<file path="config.mk">
export PLATFORM = sky130hd
export DESIGN_NAME = ir_runlen_enc
export DESIGN_NICKNAME = d
export VERILOG_FILES = /design/src/rtl/ir_enc_pkg.sv /design/src/rtl/ir_tick_gen.sv /design/src/rtl/ir_in_cond.sv /design/src/rtl/ir_run_packer.sv /design/src/rtl/ir_runlen_enc.sv
export SDC_FILE = /design/constraint.sdc
export NUM_CORES = 1
export LEC_CHECK = 0
export ABC_AREA = 1
export BUFFER_PORTS_ARGS = -buffer_cell sky130_fd_sc_hd__buf_2
export CAP_MARGIN = 30
export CORE_MARGIN = 2
export CORE_UTILIZATION = 60
export CTS_CLUSTER_DIAMETER = 30
export DETAILED_ROUTE_END_ITERATION = 8
export HOLD_SLACK_MARGIN = 0.08
export PLACE_DENSITY = 0.81
export SLEW_MARGIN = 15
export SYNTH_ARGS = -nofsm -noshare
export SYNTH_HDL_FRONTEND = slang
export SYNTH_SLANG_ARGS = --single-unit
</file>
<file path="constraint.sdc">
create_clock -name clk -period 4.1 [get_ports clk]
set_input_delay 1.23 -clock clk [delete_from_list [all_inputs] [get_ports clk]]
set_output_delay 1.23 -clock clk [all_outputs]
set_load 0.03 [all_outputs]
</file>
<file path="src/rtl/ir_enc_pkg.sv">
package ir_enc_pkg;

    // Width of the length field in a symbol; runs split at 2**SYM_LEN_W samples
    localparam int SYM_LEN_W = 7;

    // Mode code that selects carrier-free receive
    localparam logic [1:0] MODE_RX_RAW = 2'b11;

    typedef enum logic {
        LINE_SPACE = 1'b0,
        LINE_MARK  = 1'b1
    } line_lvl_e;

    typedef struct packed {
        logic                 mark;
        logic [SYM_LEN_W-1:0] len_m1;
    } ir_sym_t;

    // Build a symbol from a level and a run length (1 .. 2**SYM_LEN_W)
    function automatic ir_sym_t pack_sym(logic mark, logic [SYM_LEN_W:0] len);
        logic [SYM_LEN_W:0] t;
        ir_sym_t s;
        t        = len - 1'b1;
        s.mark   = mark;
        s.len_m1 = t[SYM_LEN_W-1:0];
        return s;
    endfunction

endpackage

</file>
<file path="src/rtl/ir_tick_gen.sv">
module ir_tick_gen #(
    parameter int DIV = 64
) (
    input  logic clk,
    input  logic rst,
    input  logic run,
    output logic tick
);
    localparam int DW = (DIV > 1) ? $clog2(DIV) : 1;
    localparam logic [DW-1:0] LAST = DW'(DIV - 1);

    logic [DW-1:0] cnt;

    always_ff @(posedge clk) begin
        if (rst || !run) begin
            cnt <= '0;
        end else if (cnt == LAST) begin
            cnt <= '0;
        end else begin
            cnt <= cnt + 1'b1;
        end
    end

    assign tick = run && (cnt == LAST);

    AST_TICK_GAP: assert property (@(posedge clk) disable iff (rst)
        tick |=> !tick) else $error("back-to-back sample strobes");

endmodule

</file>
<file path="src/rtl/ir_in_cond.sv">
module ir_in_cond #(
    parameter int SYNC_STAGES = 2
) (
    input  logic clk,
    input  logic rst,
    input  logic ir_in,
    input  logic invert,
    output logic sample
);
    logic [SYNC_STAGES-1:0] sh;

    generate
        if (SYNC_STAGES == 1) begin : g_one
            always_ff @(posedge clk) begin
                if (rst) sh <= '0;
                else     sh <= ir_in;
            end
        end else begin : g_many
            always_ff @(posedge clk) begin
                if (rst) sh <= '0;
                else     sh <= {sh[SYNC_STAGES-2:0], ir_in};
            end
        end
    endgenerate

    assign sample = sh[SYNC_STAGES-1] ^ invert;

endmodule

</file>
<file path="src/rtl/ir_run_packer.sv">
module ir_run_packer
    import ir_enc_pkg::*;
#(
    parameter int NOISE_W = 6,
    parameter int IDLE_W  = 8
) (
    input  logic               clk,
    input  logic               rst,
    input  logic               run,
    input  logic               tick,
    input  logic               sample,
    input  logic [NOISE_W-1:0] noise_thr,
    input  logic [IDLE_W-1:0]  idle_thr,
    output logic               sym_valid,
    output ir_sym_t            sym,
    output logic               pkt_end
);
    localparam int CW = SYM_LEN_W + 2;
    localparam int IW = IDLE_W + SYM_LEN_W + 1;
    localparam logic [CW-1:0]        RUN_MAX   = CW'(2 ** SYM_LEN_W);
    localparam logic [SYM_LEN_W:0]   RUN_MAX_S = (SYM_LEN_W + 1)'(2 ** SYM_LEN_W);

    typedef struct packed {
        line_lvl_e          lvl;
        logic               in_pkt;
        logic [CW-1:0]      run_len;
        logic [NOISE_W-1:0] dev;
        logic [IW-1:0]      idle;
    } pk_state_t;

    pk_state_t q, d;
    logic      emit, end_d;
    ir_sym_t   emit_sym;
    logic [CW-1:0] grow;
    logic [IW-1:0] idle_grow, idle_limit;
    line_lvl_e new_lvl;

    assign idle_limit = {1'b0, idle_thr, {SYM_LEN_W{1'b0}}};

    always_comb begin
        d         = q;
        emit      = 1'b0;
        end_d     = 1'b0;
        emit_sym  = '0;
        grow      = q.run_len + CW'(q.dev) + CW'(1);
        idle_grow = q.idle + IW'(q.dev) + IW'(1);
        new_lvl   = line_lvl_e'(sample);
        if (tick) begin
            if (new_lvl == q.lvl) begin
                d.dev = '0;
                if (q.in_pkt) begin
                    if (q.lvl == LINE_SPACE && idle_grow > idle_limit) begin
                        emit     = 1'b1;
                        end_d    = 1'b1;
                        emit_sym = pack_sym(1'b0, (grow > RUN_MAX) ? RUN_MAX_S
                                                                   : grow[SYM_LEN_W:0]);
                        d.in_pkt  = 1'b0;
                        d.run_len = '0;
                        d.idle    = '0;
                    end else begin
                        if (grow > RUN_MAX) begin
                            emit      = 1'b1;
                            emit_sym  = pack_sym(q.lvl == LINE_MARK, RUN_MAX_S);
                            d.run_len = grow - RUN_MAX;
                        end else begin
                            d.run_len = grow;
                        end
                        if (q.lvl == LINE_SPACE) d.idle = idle_grow;
                    end
                end
            end else if (q.dev == noise_thr) begin
                d.lvl     = new_lvl;
                d.dev     = '0;
                d.run_len = CW'(q.dev) + CW'(1);
                d.idle    = (new_lvl == LINE_SPACE) ? IW'(q.dev) + IW'(1) : '0;
                if (q.in_pkt) begin
                    emit     = 1'b1;
                    emit_sym = pack_sym(q.lvl == LINE_MARK, q.run_len[SYM_LEN_W:0]);
                end else if (new_lvl == LINE_SPACE) begin
                    d.run_len = '0;
                    d.idle    = '0;
                end else begin
                    d.in_pkt = 1'b1;
                end
            end else begin
                d.dev = q.dev + 1'b1;
            end
        end
    end

    always_ff @(posedge clk) begin
        if (rst || !run) begin
            q         <= '0;
            sym_valid <= 1'b0;
            sym       <= '0;
            pkt_end   <= 1'b0;
        end else begin
            q         <= d;
            sym_valid <= emit;
            sym       <= emit_sym;
            pkt_end   <= end_d;
        end
    end

    AST_RUN_BOUND: assert property (@(posedge clk) disable iff (rst)
        q.run_len <= RUN_MAX) else $error("run counter beyond split point");
    AST_END_IS_SPACE: assert property (@(posedge clk) disable iff (rst)
        pkt_end |-> (sym_valid && !sym.mark)) else $error("packet end without space symbol");
    AST_END_SINGLE: assert property (@(posedge clk) disable iff (rst)
        pkt_end |=> !pkt_end) else $error("packet end wider than one cycle");

endmodule

</file>
<file path="src/rtl/ir_runlen_enc.sv">
module ir_runlen_enc
    import ir_enc_pkg::*;
#(
    parameter int DIV         = 64,
    parameter int NOISE_W     = 6,
    parameter int IDLE_W      = 8,
    parameter int SYNC_STAGES = 2
) (
    input  logic               clk,
    input  logic               rst,
    input  logic               glob_en,
    input  logic               rx_en,
    input  logic [1:0]         mode,
    input  logic               rx_invert,
    input  logic [NOISE_W-1:0] noise_thr,
    input  logic [IDLE_W-1:0]  idle_thr,
    input  logic               ir_in,
    output logic               sym_valid,
    output logic [SYM_LEN_W:0] sym_data,
    output logic               pkt_end
);
    logic    run, tick, sample;
    ir_sym_t sym;

    assign run = glob_en && rx_en && (mode == MODE_RX_RAW);

    ir_tick_gen #(.DIV(DIV)) u_tick (
        .clk  (clk),
        .rst  (rst),
        .run  (run),
        .tick (tick)
    );

    ir_in_cond #(.SYNC_STAGES(SYNC_STAGES)) u_cond (
        .clk    (clk),
        .rst    (rst),
        .ir_in  (ir_in),
        .invert (rx_invert),
        .sample (sample)
    );

    ir_run_packer #(.NOISE_W(NOISE_W), .IDLE_W(IDLE_W)) u_pack (
        .clk       (clk),
        .rst       (rst),
        .run       (run),
        .tick      (tick),
        .sample    (sample),
        .noise_thr (noise_thr),
        .idle_thr  (idle_thr),
        .sym_valid (sym_valid),
        .sym       (sym),
        .pkt_end   (pkt_end)
    );

    assign sym_data = sym;

    AST_HALT_WHEN_OFF: assert property (@(posedge clk) disable iff (rst)
        !run |=> (!sym_valid && !pkt_end)) else $error("output while stopped");
    AST_SYM_ON_TICK: assert property (@(posedge clk) disable iff (rst)
        sym_valid |-> $past(tick)) else $error("symbol without sample strobe");

endmodule

</file>
==> results.md <==
- In the synthesized netlist, the cells that appear most often are sky130_fd_sc_hd__nand2_1, sky130_fd_sc_hd__inv_1, sky130_fd_sc_hd__nor2_1.
- The number of distinct library cells after synthesis is 45.
- The overall fraction of global-route tracks in use is 26.6%.
- The most used flip-flop cell after synthesis is sky130_fd_sc_hd__dfxtp_1.
- Among all cell types in the netlist, the one instantiated most often is sky130_fd_sc_hd__nand2_1.
- The total clock buffers created by CTS is 5.
- The combined area of all synthesized cells is 3760 um2.
- The congestion estimate from routability-driven global placement came to 0.916.
- Using the TritonRoute via totals, the vias-per-cell ratio works out to 5.61.
- The met2 layer usage reported by global route is 43.8%.
- Net switching is 23.6% of the power.
- Synthesis produced 559 cells.
- The register bit total from synthesis is 51.
- The finished layout holds 668 standard cells, fillers aside.
- The source of the worst register-to-register timing path is u_pack.q[18].
- In the routed design, unresolved DRC markers number 0.
- The root buffer cell is sky130_fd_sc_hd__clkbuf_8.
- After synthesis, flip-flops and latches occupy 27.1% of the total area.
- The start point of the critical path is u_pack.q[18].
- The power spent charging and discharging nets is 196 uW.
- The synthesis warning total is 0.
- STA classifies the critical path startpoint as a register.
- The pin count of the biggest net entering global routing is 21.
- In this run the worst path has a maximum fanout of 10.
- The half-perimeter wire length after placement is 7190 um.
- Setup repair after global routing left no endpoint under its margin.
- Cells with a size suffix above 1 make up 14.3% of the layout.
- Yosys attributes the largest share of cell area to sky130_fd_sc_hd__dfxtp_1, sky130_fd_sc_hd__nand2_1, sky130_fd_sc_hd__ha_1, sky130_fd_sc_hd__inv_1, sky130_fd_sc_hd__a21oi_1.
- The worst hold path belongs to the class reg -> reg.
- The number of top-level pins is 32.
- Clock latency on the worst-skew pair, taken at its later pin, is 0.31 ns.
- For the finished layout, the period the worst path requires is 3.74 ns.
- The clock skew after layout is 0.0114 ns.
- The worst reg2reg path endpoint is u_pack.q[22].
- The H-tree was split into 2 levels.
- The number of antenna repair diodes is 0.
- The number of nets still failing antenna checks after routing is 0.
- The number of antenna violations at the first check in global routing is 0.
- The first global-routing pass estimated 15500 um of wire.
- The post-route setup TNS is 0 ns.
- The first-pass iteration count of the detailed router is 5.
- The number of global-route vias before repair is 3491.
- Combinational logic burns 4.9% of the power.
- Setup violations remaining at the end of the flow were counted as 0.
- Before CTS, the worst setup slack after placement is 0.242 ns.
- The number of clock sinks seen by CTS is 51.
- The maximum achievable frequency is 0.267 GHz.
- The number of buffers added on ports is 31.
- The number of enable flip-flop cells after synthesis is 0.
- The worst-case IR drop observed on VDD is 0.181 mV.
- In this run the power density over the cells is 203 nW/um2.
- The clock passes through at most 2 buffers.
- The met3 layer usage reported by global route is 4.27%.
- In this run the register-to-register setup slack is 0.36 ns.
- Hold repair after CTS inserted 0 buffers.
- The count of final hold-check violations is 0.
- Once routing completed, OpenROAD measured the worst setup slack at 0.356 ns.
- TritonCTS built the clock tree.
- The initial utilization of the core area, before any placement, comes to 62.8%.
- The final routed wire length divided by cell count is 13.9 um.
- Measured along the y axis, the die boundary spans 83.2 um.
- The core outline area is 5990 um2.
- The required time of the critical path is 4.34 ns.
- After detailed routing, the total wire length is 9280 um.
- The flow ran to the end, and the final reports show no timing, DRC or antenna violations.
- The worst setup path is of the reg -> reg kind.
- Each instance of the synthesized netlist takes up on average 6.73 um2.
- In this run the horizontal extent of the chip is 83.2 um.
- The met1 capacity usage during global routing is 36.4%.
- In the synthesized netlist the async set-or-reset flop fraction comes to 0%.
- The total nets after synthesis is 608.
- The sequential share of power is 60.0%.
- The number of slew-limit violations in the final report is 0.
- The total number of vias is 3749.
- Across the run, the number of max-cap violations was 0.
- The fraction of the cycle the final worst path needs is 91.3%.
- The area growth from synthesis to layout is 8.18%.
- The die outline area is 6920 um2.
- The share of total power dissipated in the clock network is 35.1%.
- The initialized floorplan defines 28 standard-cell rows.
- The layer with the highest usage after global routing is met2.
- The net count reported at finish is 641.
- Data arrives at the worst endpoint at 3.98 ns.
- The worst max-slew margin expressed relative to the limit is 60.9%.
- For the pin with the worst max-slew slack, the measured transition is 0.582 ns.
- Summed over all layers, the global routing overflow is 0.
- For this design the static power due to leakage is 0.00185 uW.
- STA classifies the critical path endpoint as a register.
- The iteration-0 DRC count of the detailed router is 272.
- In this run the worst setup path terminates at u_pack.q[22].
- The internal power of the cells totals 632 uW.
- The instance count after placement with tap cells included is 659.
- The clock transition time at the flip-flop clock pins of the worst setup and hold paths is 0.10 ns.
- After synthesis, the largest area contributor takes up 27.1% of total cell area.
- sky130_fd_sc_hd__dfxtp_1 takes more of the synthesized area than any other cell.
- The worst register-to-register path has a depth of 24.
-- per-stage QoR --
step | hold WS [ns] | area (um2) | util [%] | total power, uW
6_report | 0.409 | 4070 | 68.0 | 827
5_1_grt | 0.431 | 4070 | 68.0 | 855
4_1_cts | 0.412 | 4050 | 67.5 | 831
3_5_place_dp | 0.396 | 3960 | 66.0 | 547
3_3_place_gp | 0.393 | 3960 | 66.0 | 546
2_1_floorplan | 0.388 | 3760 | - | 529
-- area by class of cell --
class / count / area [um2]
multi-input combinational: 416 / 2370
fill: 537 / 1920
sequential: 51 / 1020
inverter: 83 / 315
timing repair buffer: 35 / 185
tap: 75 / 93.8
clock buffer: 5 / 68.8
clock inverter: 3 / 20.0
-- what timing repair did --
item / in CTS / in global routing
gates resized for setup: 0 / 4
buffers inserted: 0 / 0
endpoints found under the setup margin: 0 / 33
-- power groups by stage --
stage	Clock, uW	Sequential, uW	Combinational, uW
global route	313	497	44.9
finish	291	496	40.3
floorplan	0	508	21.4
detailed placement	0	508	39.3
CTS	295	496	39.7
global placement	0	508	37.8
-- worst max-delay path, stage by stage, from the launching register on --
cell	delay, ns
sky130_fd_sc_hd__dfxtp_1	0.44
sky130_fd_sc_hd__ha_4	0.35
sky130_fd_sc_hd__nand3_1	0.07
sky130_fd_sc_hd__nand2_1	0.11
sky130_fd_sc_hd__nand2_1	0.08
sky130_fd_sc_hd__nand2_2	0.08
sky130_fd_sc_hd__nand2_4	0.06
sky130_fd_sc_hd__a21oi_4	0.19
sky130_fd_sc_hd__nand2_1	0.13
sky130_fd_sc_hd__nor2_2	0.14
sky130_fd_sc_hd__nand4_1	0.11
sky130_fd_sc_hd__xor2_1	0.18
sky130_fd_sc_hd__ha_1	0.31
sky130_fd_sc_hd__nand2_1	0.10
sky130_fd_sc_hd__nor3_1	0.26
sky130_fd_sc_hd__nand3_1	0.11
sky130_fd_sc_hd__nor2_1	0.09
sky130_fd_sc_hd__nand3_1	0.06
sky130_fd_sc_hd__o21ai_1	0.07
sky130_fd_sc_hd__nand2_1	0.14
sky130_fd_sc_hd__nand2_4	0.20
sky130_fd_sc_hd__nand2_4	0.07
sky130_fd_sc_hd__inv_4	0.12
sky130_fd_sc_hd__nand2_1	0.08
sky130_fd_sc_hd__a21oi_2	0.12
-- per-layer routing --
layer | part of all wire, % | vias to the layer above
met3 | 6.7 | 10
met2 | 46 | 147
li1 | - | 1878
met4 | 1.2 | 0
met1 | 46 | 1714
met5 | 0 | -
-- worst min path at each step --
stage,start,end,cells after the start
after global placement,u_cond.sh[0],u_cond.sh[1],2
after CTS,u_cond.sh[0],u_cond.sh[1],2
after global routing,u_cond.sh[0],u_cond.sh[1],2
after floorplan,u_cond.sh[0],u_cond.sh[1],2
final,u_cond.sh[0],u_cond.sh[1],2
after detailed placement,u_cond.sh[0],u_cond.sh[1],2
-- state kept, by name (all words and copies together), names as in the netlist --
name / flops
u_pack.sym_valid: 1
u_pack.q: 33
u_pack.pkt_end: 1
u_cond.sh: 2
u_tick.cnt: 6
u_pack.sym: 8
-- logic make-up after synthesis --
| logic type | synth area share (%) |
|---|---|
| AND/OR/NAND/NOR | 31.8 |
| AO/OA/AOI/OAI | 15.5 |
| buffers and inverters | 10.7 |
| flip-flops | 27.1 |
| adder cells (fa/ha/maj) | 9.37 |
| XOR/XNOR | 5.58 |
-- placed cells by master, fill, tap and decap left out, drive strengths merged, types with 3 or more instances in the layout --
| cell | netlist | routed |
|---|---|---|
| nand2 | 133 | 134 |
| inv | 81 | 81 |
| a21oi | 61 | 61 |
| nor2 | 55 | 55 |
| dfxtp | 51 | 51 |
| nand3 | 45 | 45 |
| buf | 8 | 35 |
| o21ai | 27 | 27 |
| ha | 25 | 25 |
| xor2 | 21 | 21 |
| nand4 | 13 | 13 |
| nor3 | 11 | 11 |
| clkbuf | 2 | 5 |
| or2 | 5 | 5 |
| xnor2 | 3 | 3 |
| clkinv | 2 | 3 |
Power figures use the tool's default switching activity.
